## config.mk

```make
export PLATFORM = sky130hd
export DESIGN_NAME = tx_thresh_fifo
export DESIGN_NICKNAME = d
export VERILOG_FILES = /design/src/rtl/tx_thresh_fifo.sv
export SDC_FILE = /design/constraint.sdc
export NUM_CORES = 2
export LEC_CHECK = 0
export BUFFER_PORTS_ARGS = -buffer_cell sky130_fd_sc_hd__buf_4
export CAP_MARGIN = 20
export CORE_UTILIZATION = 60
export CTS_BUF_LIST = sky130_fd_sc_hd__clkbuf_2 sky130_fd_sc_hd__clkbuf_4 sky130_fd_sc_hd__clkbuf_8
export DETAILED_ROUTE_END_ITERATION = 10
export GPL_TIMING_DRIVEN = 0
export PLACE_DENSITY = 0.76
export SLEW_MARGIN = 20
export SYNTH_ARGS = -nofsm -noshare
export SYNTH_HDL_FRONTEND = slang
export SYNTH_SLANG_ARGS = --single-unit
```

## constraint.sdc

```tcl
create_clock -name clk -period 10.4 [get_ports clk]
set_input_delay 0.52 -clock clk [delete_from_list [all_inputs] [get_ports clk]]
set_output_delay 0.52 -clock clk [all_outputs]
set_load 0.05 [all_outputs]
```

## src/rtl/tx_thresh_fifo.sv

```systemverilog
module tx_thresh_fifo #(
  parameter int DEPTH    = 256,
  parameter int WM_UNIT  = 64,
  parameter int BASE_W   = 16,
  parameter logic [BASE_W-1:0] BASE_RST = 16'h0040
) (
  input  logic                         clk,
  input  logic                         rst_n,
  input  logic                         reg_we,
  input  logic                         reg_sel,
  input  logic [31:0]                  reg_wdata,
  output logic [31:0]                  reg_rdata,
  input  logic                         wr_en,
  input  logic [7:0]                   wr_data,
  input  logic                         wr_eof,
  input  logic                         rd_req,
  output logic                         rd_valid,
  output logic [7:0]                   rd_data,
  output logic                         rd_eof,
  output logic                         tx_start,
  output logic                         underrun,
  output logic                         overflow,
  output logic [$clog2(DEPTH+1)-1:0]   level
);

  localparam int PTR_W = $clog2(DEPTH);
  localparam int LVL_W = $clog2(DEPTH+1);
  localparam int THR_W = $clog2(3*WM_UNIT+1);

  logic [8:0]        mem [DEPTH];
  logic [PTR_W-1:0]  wptr, rptr;
  logic [LVL_W-1:0]  eof_cnt;
  logic [1:0]        wm_q;
  logic [BASE_W-1:0] base_q;
  logic [THR_W-1:0]  thr_q;
  logic [BASE_W-1:0] base_in;

  function automatic logic [THR_W-1:0] thr_of(input logic [1:0] code);
    case (code)
      2'b10:   thr_of = THR_W'(2*WM_UNIT);
      2'b11:   thr_of = THR_W'(3*WM_UNIT);
      default: thr_of = THR_W'(WM_UNIT);
    endcase
  endfunction

  wire full       = (level == LVL_W'(DEPTH));
  wire empty      = (level == '0);
  wire push       = wr_en && !full;
  wire pop        = rd_req && rd_valid;
  wire pop_eof    = pop && mem[rptr][8];
  wire start_cond = (eof_cnt != '0) || (32'(level) >= 32'(thr_q)) || full;

  assign rd_valid  = tx_start && !empty;
  assign rd_data   = mem[rptr][7:0];
  assign rd_eof    = mem[rptr][8];
  assign base_in   = reg_wdata[BASE_W-1:0];
  assign reg_rdata = reg_sel ? 32'(base_q) : {30'b0, wm_q};

  always_ff @(posedge clk or negedge rst_n) begin
    if (!rst_n) begin
      wm_q   <= '0;
      base_q <= BASE_RST;
    end else if (reg_we) begin
      if (reg_sel) base_q <= (base_in < BASE_RST) ? BASE_RST : base_in;
      else         wm_q   <= reg_wdata[1:0];
    end
  end

  always_ff @(posedge clk) begin
    if (push) mem[wptr] <= {wr_eof, wr_data};
  end

  always_ff @(posedge clk or negedge rst_n) begin
    if (!rst_n) begin
      wptr     <= '0;
      rptr     <= '0;
      level    <= '0;
      eof_cnt  <= '0;
      thr_q    <= thr_of(2'b00);
      tx_start <= 1'b0;
      underrun <= 1'b0;
      overflow <= 1'b0;
    end else begin
      if (push) wptr <= wptr + 1'b1;
      if (pop)  rptr <= rptr + 1'b1;
      level   <= level + LVL_W'(push) - LVL_W'(pop);
      eof_cnt <= eof_cnt + LVL_W'(push && wr_eof) - LVL_W'(pop_eof);
      if ((!tx_start && empty) || pop_eof) thr_q <= thr_of(wm_q);
      if (pop_eof)         tx_start <= 1'b0;
      else if (start_cond) tx_start <= 1'b1;
      underrun <= tx_start && rd_req && empty;
      if (wr_en && full) overflow <= 1'b1;
    end
  end


  start_hold_chk: assert property (@(posedge clk) disable iff (!rst_n)
    tx_start && !pop_eof |=> tx_start);


  underrun_cause_chk: assert property (@(posedge clk) disable iff (!rst_n)
    underrun |-> $past(tx_start && rd_req && level == '0));


  overflow_sticky_chk: assert property (@(posedge clk) disable iff (!rst_n)
    overflow |=> overflow);


  full_write_chk: assert property (@(posedge clk) disable iff (!rst_n)
    wr_en && full && !rd_req |=> $stable(level));


  base_floor_chk: assert property (@(posedge clk) disable iff (!rst_n)
    reg_sel |-> reg_rdata >= 32'(BASE_RST));


  level_bound_chk: assert property (@(posedge clk) disable iff (!rst_n)
    32'(level) <= DEPTH);

endmodule

```

Word level (Yosys, flattened, before mapping):

Memories as Yosys holds them, arrays and structs flattened.
Index checks and enable logic that the tools add are counted.

* memories kept: 1
* output and inout port bits: 54
* input port bits: 47
* flip-flop bits (word level): 63
* RAM bits: 2304

* mux-type cells: 7
* eq/ne operators: 3
* bitwise logic cells: 1
* $add $sub $neg: 6
* $lt $le $gt $ge: 2
* reduce and logical (&&, ||, !) cells: 20

Memories
* mem: words 256, width 9, rd ports 1, clocked after Yosys merged registers in 0, write ports 1, RTL line 30 `logic [8:0] mem [DEPTH];`

Operator list (count)
* $mux W16: 2
* $add A9 B1 Y9: 2
* $sub A9 B1 Y9: 2
* $add A8 B1 Y8 const B: 2
* $lt A16 B7 Y1 const B: 1
* $pmux W8 S2: 1
* $eq A9 B9 Y1 const B: 1
* $ge A9 B8 Y1: 1
* $logic_and A1 B1 Y1: 9
* $logic_not A9 Y1: 1
* $reduce_bool A9 Y1: 1
* $eq A2 B2 Y1 const B: 2
* $mux W1: 4
* $reduce_and A2 Y1: 2
* $logic_not A1 Y1: 3
* $logic_or A1 B1 Y1: 3
* $reduce_bool A2 Y1: 1
* $not A1 Y1: 1

Longest topological paths before layout:

* word-level depth: 6
* gate-level depth with buffers: 24
* depth with buffers taken out: 19

Worst setup path before layout:

OpenSTA, ideal clock, no wires.

* kind: reg2reg
* from: register rptr[2]
* to: register eof_cnt[8]
* setup time: 0.080 ns
* cell stages (with the launch flop): 23
* arrival time: 4.720 ns
* buffers on the path: 3
* clock period less this slack: 4.800 ns
* path slack: 5.600 ns
* path through: dfrtp_1 buf_2 buf_1 buf_1 nor2_1 a22oi_1 a31oi_1 a21oi_1 a221oi_1 a21oi_1 and2_1 ha_1 inv_1 ha_1 fa_1 a21oi_1 nor2_1 o21ai_0 a21oi_1 o21ai_0 a21oi_1 nor2_1 xnor2_1

* longest elaborated chain between the ends: 3

RTL lines
* start, declared: RTL line 31 `logic [PTR_W-1:0] wptr, rptr;`
* start signal, assigned: RTL line 85 `if (pop) rptr <= rptr + 1'b1;`
* $mem_v2 Z256 W9
* named net rd_eof: RTL line 19 `output logic rd_eof,`
* $logic_and A1 B1 Y1: RTL line 50 `wire pop_eof = pop && mem[rptr][8];`
* $sub A9 B1 Y9: RTL line 87 `eof_cnt <= eof_cnt + LVL_W'(push && wr_eof) - LVL_W'(pop_eof);`
* end signal, assigned: RTL line 87
* end, declared: RTL line 32 `logic [LVL_W-1:0] eof_cnt;`

The timed path passes the listed nets, and every way through them passes these cells.
A chain may end at the register's enable or synchronous reset.

Worst setup path in the final report:

* from: register rptr[1]
* to: output rd_data[5]

* longest elaborated chain between the ends: 1

RTL lines
* $mem_v2 Z256 W9
* end, declared: RTL line 18 `output logic [7:0] rd_data,`

No other way between the ends.

==> results_dict.tcl <==
set metrics [dict create \
    routedWlPerCell_um 34.5 \
    ys_types 51 \
    slew_headroom_pct 16.4 \
    r2r-end "eof_cnt[8]$_DFF_PN0_" \
    synth-seq-area-share_pct 76.9 \
    layout-drive-gt1-share_pct 32.4 \
    p_leak_nw 32.3 \
    grt_max_degree 146 \
    synth_compound_area_share_pct 0.517 \
    grt_most_used_layer "met2" \
    hpwl_um 152000 \
    setup_violations 0 \
    synth-seq-cells 2361 \
    synthTopCellsByArea "edfxtp_1 75%, mux4_2 18%, dfrtp_1 1.5%" \
    io_pins 101 \
    cts_buffer_depth 4 \
    crit_buf_inv 4 \
    synth_xor_area_share_pct 0.286 \
    gp_congestion 0.966 \
    drt_pre_antenna_iters 6 \
    synth_edf_count 2304 \
    synthTopCellsByCount "2304 x edfxtp_1, 741 x mux4_2, 283 x nor2_1" \
    arrival_ns 6.18 \
    drc 0 \
    clock-sinks 2361 \
    tightest_slew_ns 1.25 \
    cts_tree "done" \
    status "complete, no violations" \
    start_kind "flip-flop" \
    clock_skew_ns 0.103 \
    min_path_type "in -> async" \
    max_freq_mhz 149 \
    die_h_um 393 \
    globalRouteMet3Util_pct 9.13 \
    path_delay_family "buffers and inverters" \
    rsz0062_at_grt "no" \
    cts_made_buffers 372 \
    drtIter0Drc 6795 \
    start_util_pct 60.4 \
    critPathKind "reg -> out" \
    synthFlopType "edfxtp_1" \
    grt.overflow.total 0 \
    maxCapViolCount 0 \
    synth_top_family_by_area "multiplexers" \
    max_stage_delay_ns 0.90 \
    hold_ws_ns 0.100 \
    cts_root_buffer "clkbuf_8" \
    post-route-period-util_pct 64.4 \
    postCtsSetupBuffers 0 \
    peakVddDrop_mv 0.415 \
    synthArstFlopShare_pct 2.41 \
    yosysWarningCount 0 \
    powerDensity_nw_per_um2 266 \
    areaGrowthSynthToFinish_pct 11.9 \
    crit_required_ns 9.88 \
    num_vias 45514 \
    final.setup.tns_ns 0 \
    viasPerCell 6.73 \
    finalHoldViolations 0 \
    numPortBuffers 68 \
    synth_top_area_share_pct 75.4 \
    dieArea_um2 155000 \
    rrSetupSlack_ns 3.86 \
    grt_pass1_vias 44992 \
    synth_top_cell_by_area "edfxtp_1" \
    fp.dieW_um 393 \
    muxShareOfSynthArea_pct 18.6 \
    dpl_cell_area_um2 95600 \
    drt_wl_total_um 233000 \
    worstPathMaxFanout 10 \
    nFillCells 9144 \
    synth-adder-area-share_pct 0.466 \
    reg2reg_depth 22 \
    use_met2_pct 45.7 \
    critPathCaptureType "primary output" \
    r2r-start "rptr[2]$_DFFE_PN0P_" \
    postRouteAntennaNets 0 \
    core_area_um2 152000 \
    synth-simple-area-share_pct 1.87 \
    grt_pass1_wl_um 325000 \
    syn_avg_cell_area_um2 23.2 \
    critPathSlowestCell "clkbuf_1" \
    netlist_area_um2 91800 \
    clk_latency_ns 1.07 \
    design_area_um2 103000 \
    cts_max_level 5 \
    rows 143 \
    yosysMostFrequentCell "edfxtp_1" \
    clkTransAtPathRegs_ns 0.06 \
    nets 4539 \
    crit_chain "buf_2 > clkbuf_1 > clkbuf_1 > mux4_2 > mux4_2 > mux4_2 > mux4_2 > buf_4" \
    gr-usage-all-layers_pct 30.9 \
    period_minus_slack_ns 6.70 \
    antenna_found_initial 19 \
    gr-usage-met1_pct 42.9 \
    crit_top_cell "mux4_2" \
    drv_slew 0 \
    syn_inst 3949 \
]
-- where the power goes --
group | internal, W | total (W) | switching, W
logic | 0.00378 | 0.00929 | 0.00552
clock network | 0.00384 | 0.00732 | 0.00348
registers | 0.0106 | 0.0107 | 0.0000841
-- placed cells by master, fill, tap and decap left out, types with 6 or more instances in the layout --
cell	Yosys	layout
a21oi_1	16	16
a22o_1	7	7
and2_1	18	18
buf_1	30	20
buf_16	0	19
buf_2	57	64
buf_4	24	84
buf_8	0	9
clkbuf_1	119	92
clkbuf_2	0	30
clkbuf_4	0	114
clkbuf_8	0	382
clkinv_1	0	96
clkinv_2	0	31
clkinvlp_4	0	11
conb_1	1	16
dfrtp_1	55	55
diode_2	0	12
dlygate4sd3_1	0	30
edfxtp_1	2304	2304
ha_1	31	31
inv_1	34	34
mux2_2	26	26
mux2i_1	12	12
mux4_2	741	741
nand2_1	35	35
nand2b_1	6	6
nand3_1	24	24
nand4_1	12	12
nor2_1	283	276
nor2_2	0	7
nor2b_1	13	13
o21ai_0	10	10
xnor2_1	21	21
xor2_1	9	9
-- per-stage QoR --
step | total power, W | std cells | setup WS [ns] | util [%]
final | 0.0273 | 6764 | 3.70 | 67.6
after global routing | 0.0279 | 6755 | 3.65 | 67.6
after CTS | 0.0272 | 6752 | 3.80 | 67.6
after detailed placement | 0.0200 | 6085 | 4.11 | 62.9
after global placement | 0.0198 | 6062 | 3.56 | 62.5
after floorplan | 0.0164 | 3964 | 5.60 | -
-- flip-flops by register name, indices dropped and copies added, names as in the netlist --
name,cells
wptr,8
rptr,8
eof_cnt,9
wm_q,2
mem,2304
base_q,16
level,9
tx_start,1
overflow,1
thr_q,2
underrun,1
-- final cells by class --
class,count,area (um2),share of cell area (%)
Timing Repair Buffer,121,1470,1.43
Tap cell,2030,2540,2.47
Antenna cell,12,30.0,0.0292
Buffer,234,1120,1.09
Inverter,35,131,0.128
Sequential cell,2361,70600,68.7
Multi-Input combinational cell,1334,20100,19.5
Clock inverter,141,667,0.649
Clock buffer,496,6110,5.95
-- cells by family (layout without fill, tap and decap cells) --
group / count (synthesis) / count (layout)
AO/OA/AOI/OAI: 69 / 69
adder cells (fa/ha/maj): 33 / 33
multiplexers: 779 / 779
XOR/XNOR: 30 / 30
flip-flops: 2361 / 2361
other: 1 / 28
buffers and inverters: 269 / 1027
AND/OR/NAND/NOR: 407 / 407
-- layer usage --
metal  share of wire, %  up-vias
li1                   -    17745
met3                 13      568
met5              0.018        -
met2                 46     3372
met1                 36    23821
met4                4.9        8
-- timing repair --
item                                   CTS  global route
hold buffers                            30             0
setup endpoints to repair                0             0
resized for setup                        0             0
endpoints found under the hold margin  527             0
-- how the worst max path moves through the flow --
| stage | slack, ns | depth (start not counted) | from | to |
|---|---|---|---|---|
| 2_1_floorplan | 5.60 | 22 | rptr[2]$_DFFE_PN0P_ | eof_cnt[8]$_DFF_PN0_ |
| 3_3_place_gp | 3.56 | 22 | rptr[1]$_DFFE_PN0P_ | eof_cnt[8]$_DFF_PN0_ |
| 3_5_place_dp | 4.11 | 22 | rptr[1]$_DFFE_PN0P_ | eof_cnt[8]$_DFF_PN0_ |
| 4_1_cts | 3.80 | 8 | rptr[1]$_DFFE_PN0P_ | rd_data[5] |
| 5_1_grt | 3.65 | 21 | rptr[2]$_DFFE_PN0P_ | eof_cnt[8]$_DFF_PN0_ |
| 6_report | 3.70 | 8 | rptr[1]$_DFFE_PN0P_ | rd_data[5] |
-- worst reg2reg max path, delay by kind of cell, from the launching register on --
family                     cells  cell delay (ns)
and+or+nand+nor                5             1.11
AOI/OAI and AO/OA              8             1.63
adders and majority gates      3             0.76
xor gates and xnor gates       1             0.13
buffers and inverters          5             2.46
DFF                            1             0.33
Power figures use the tool's default switching activity.
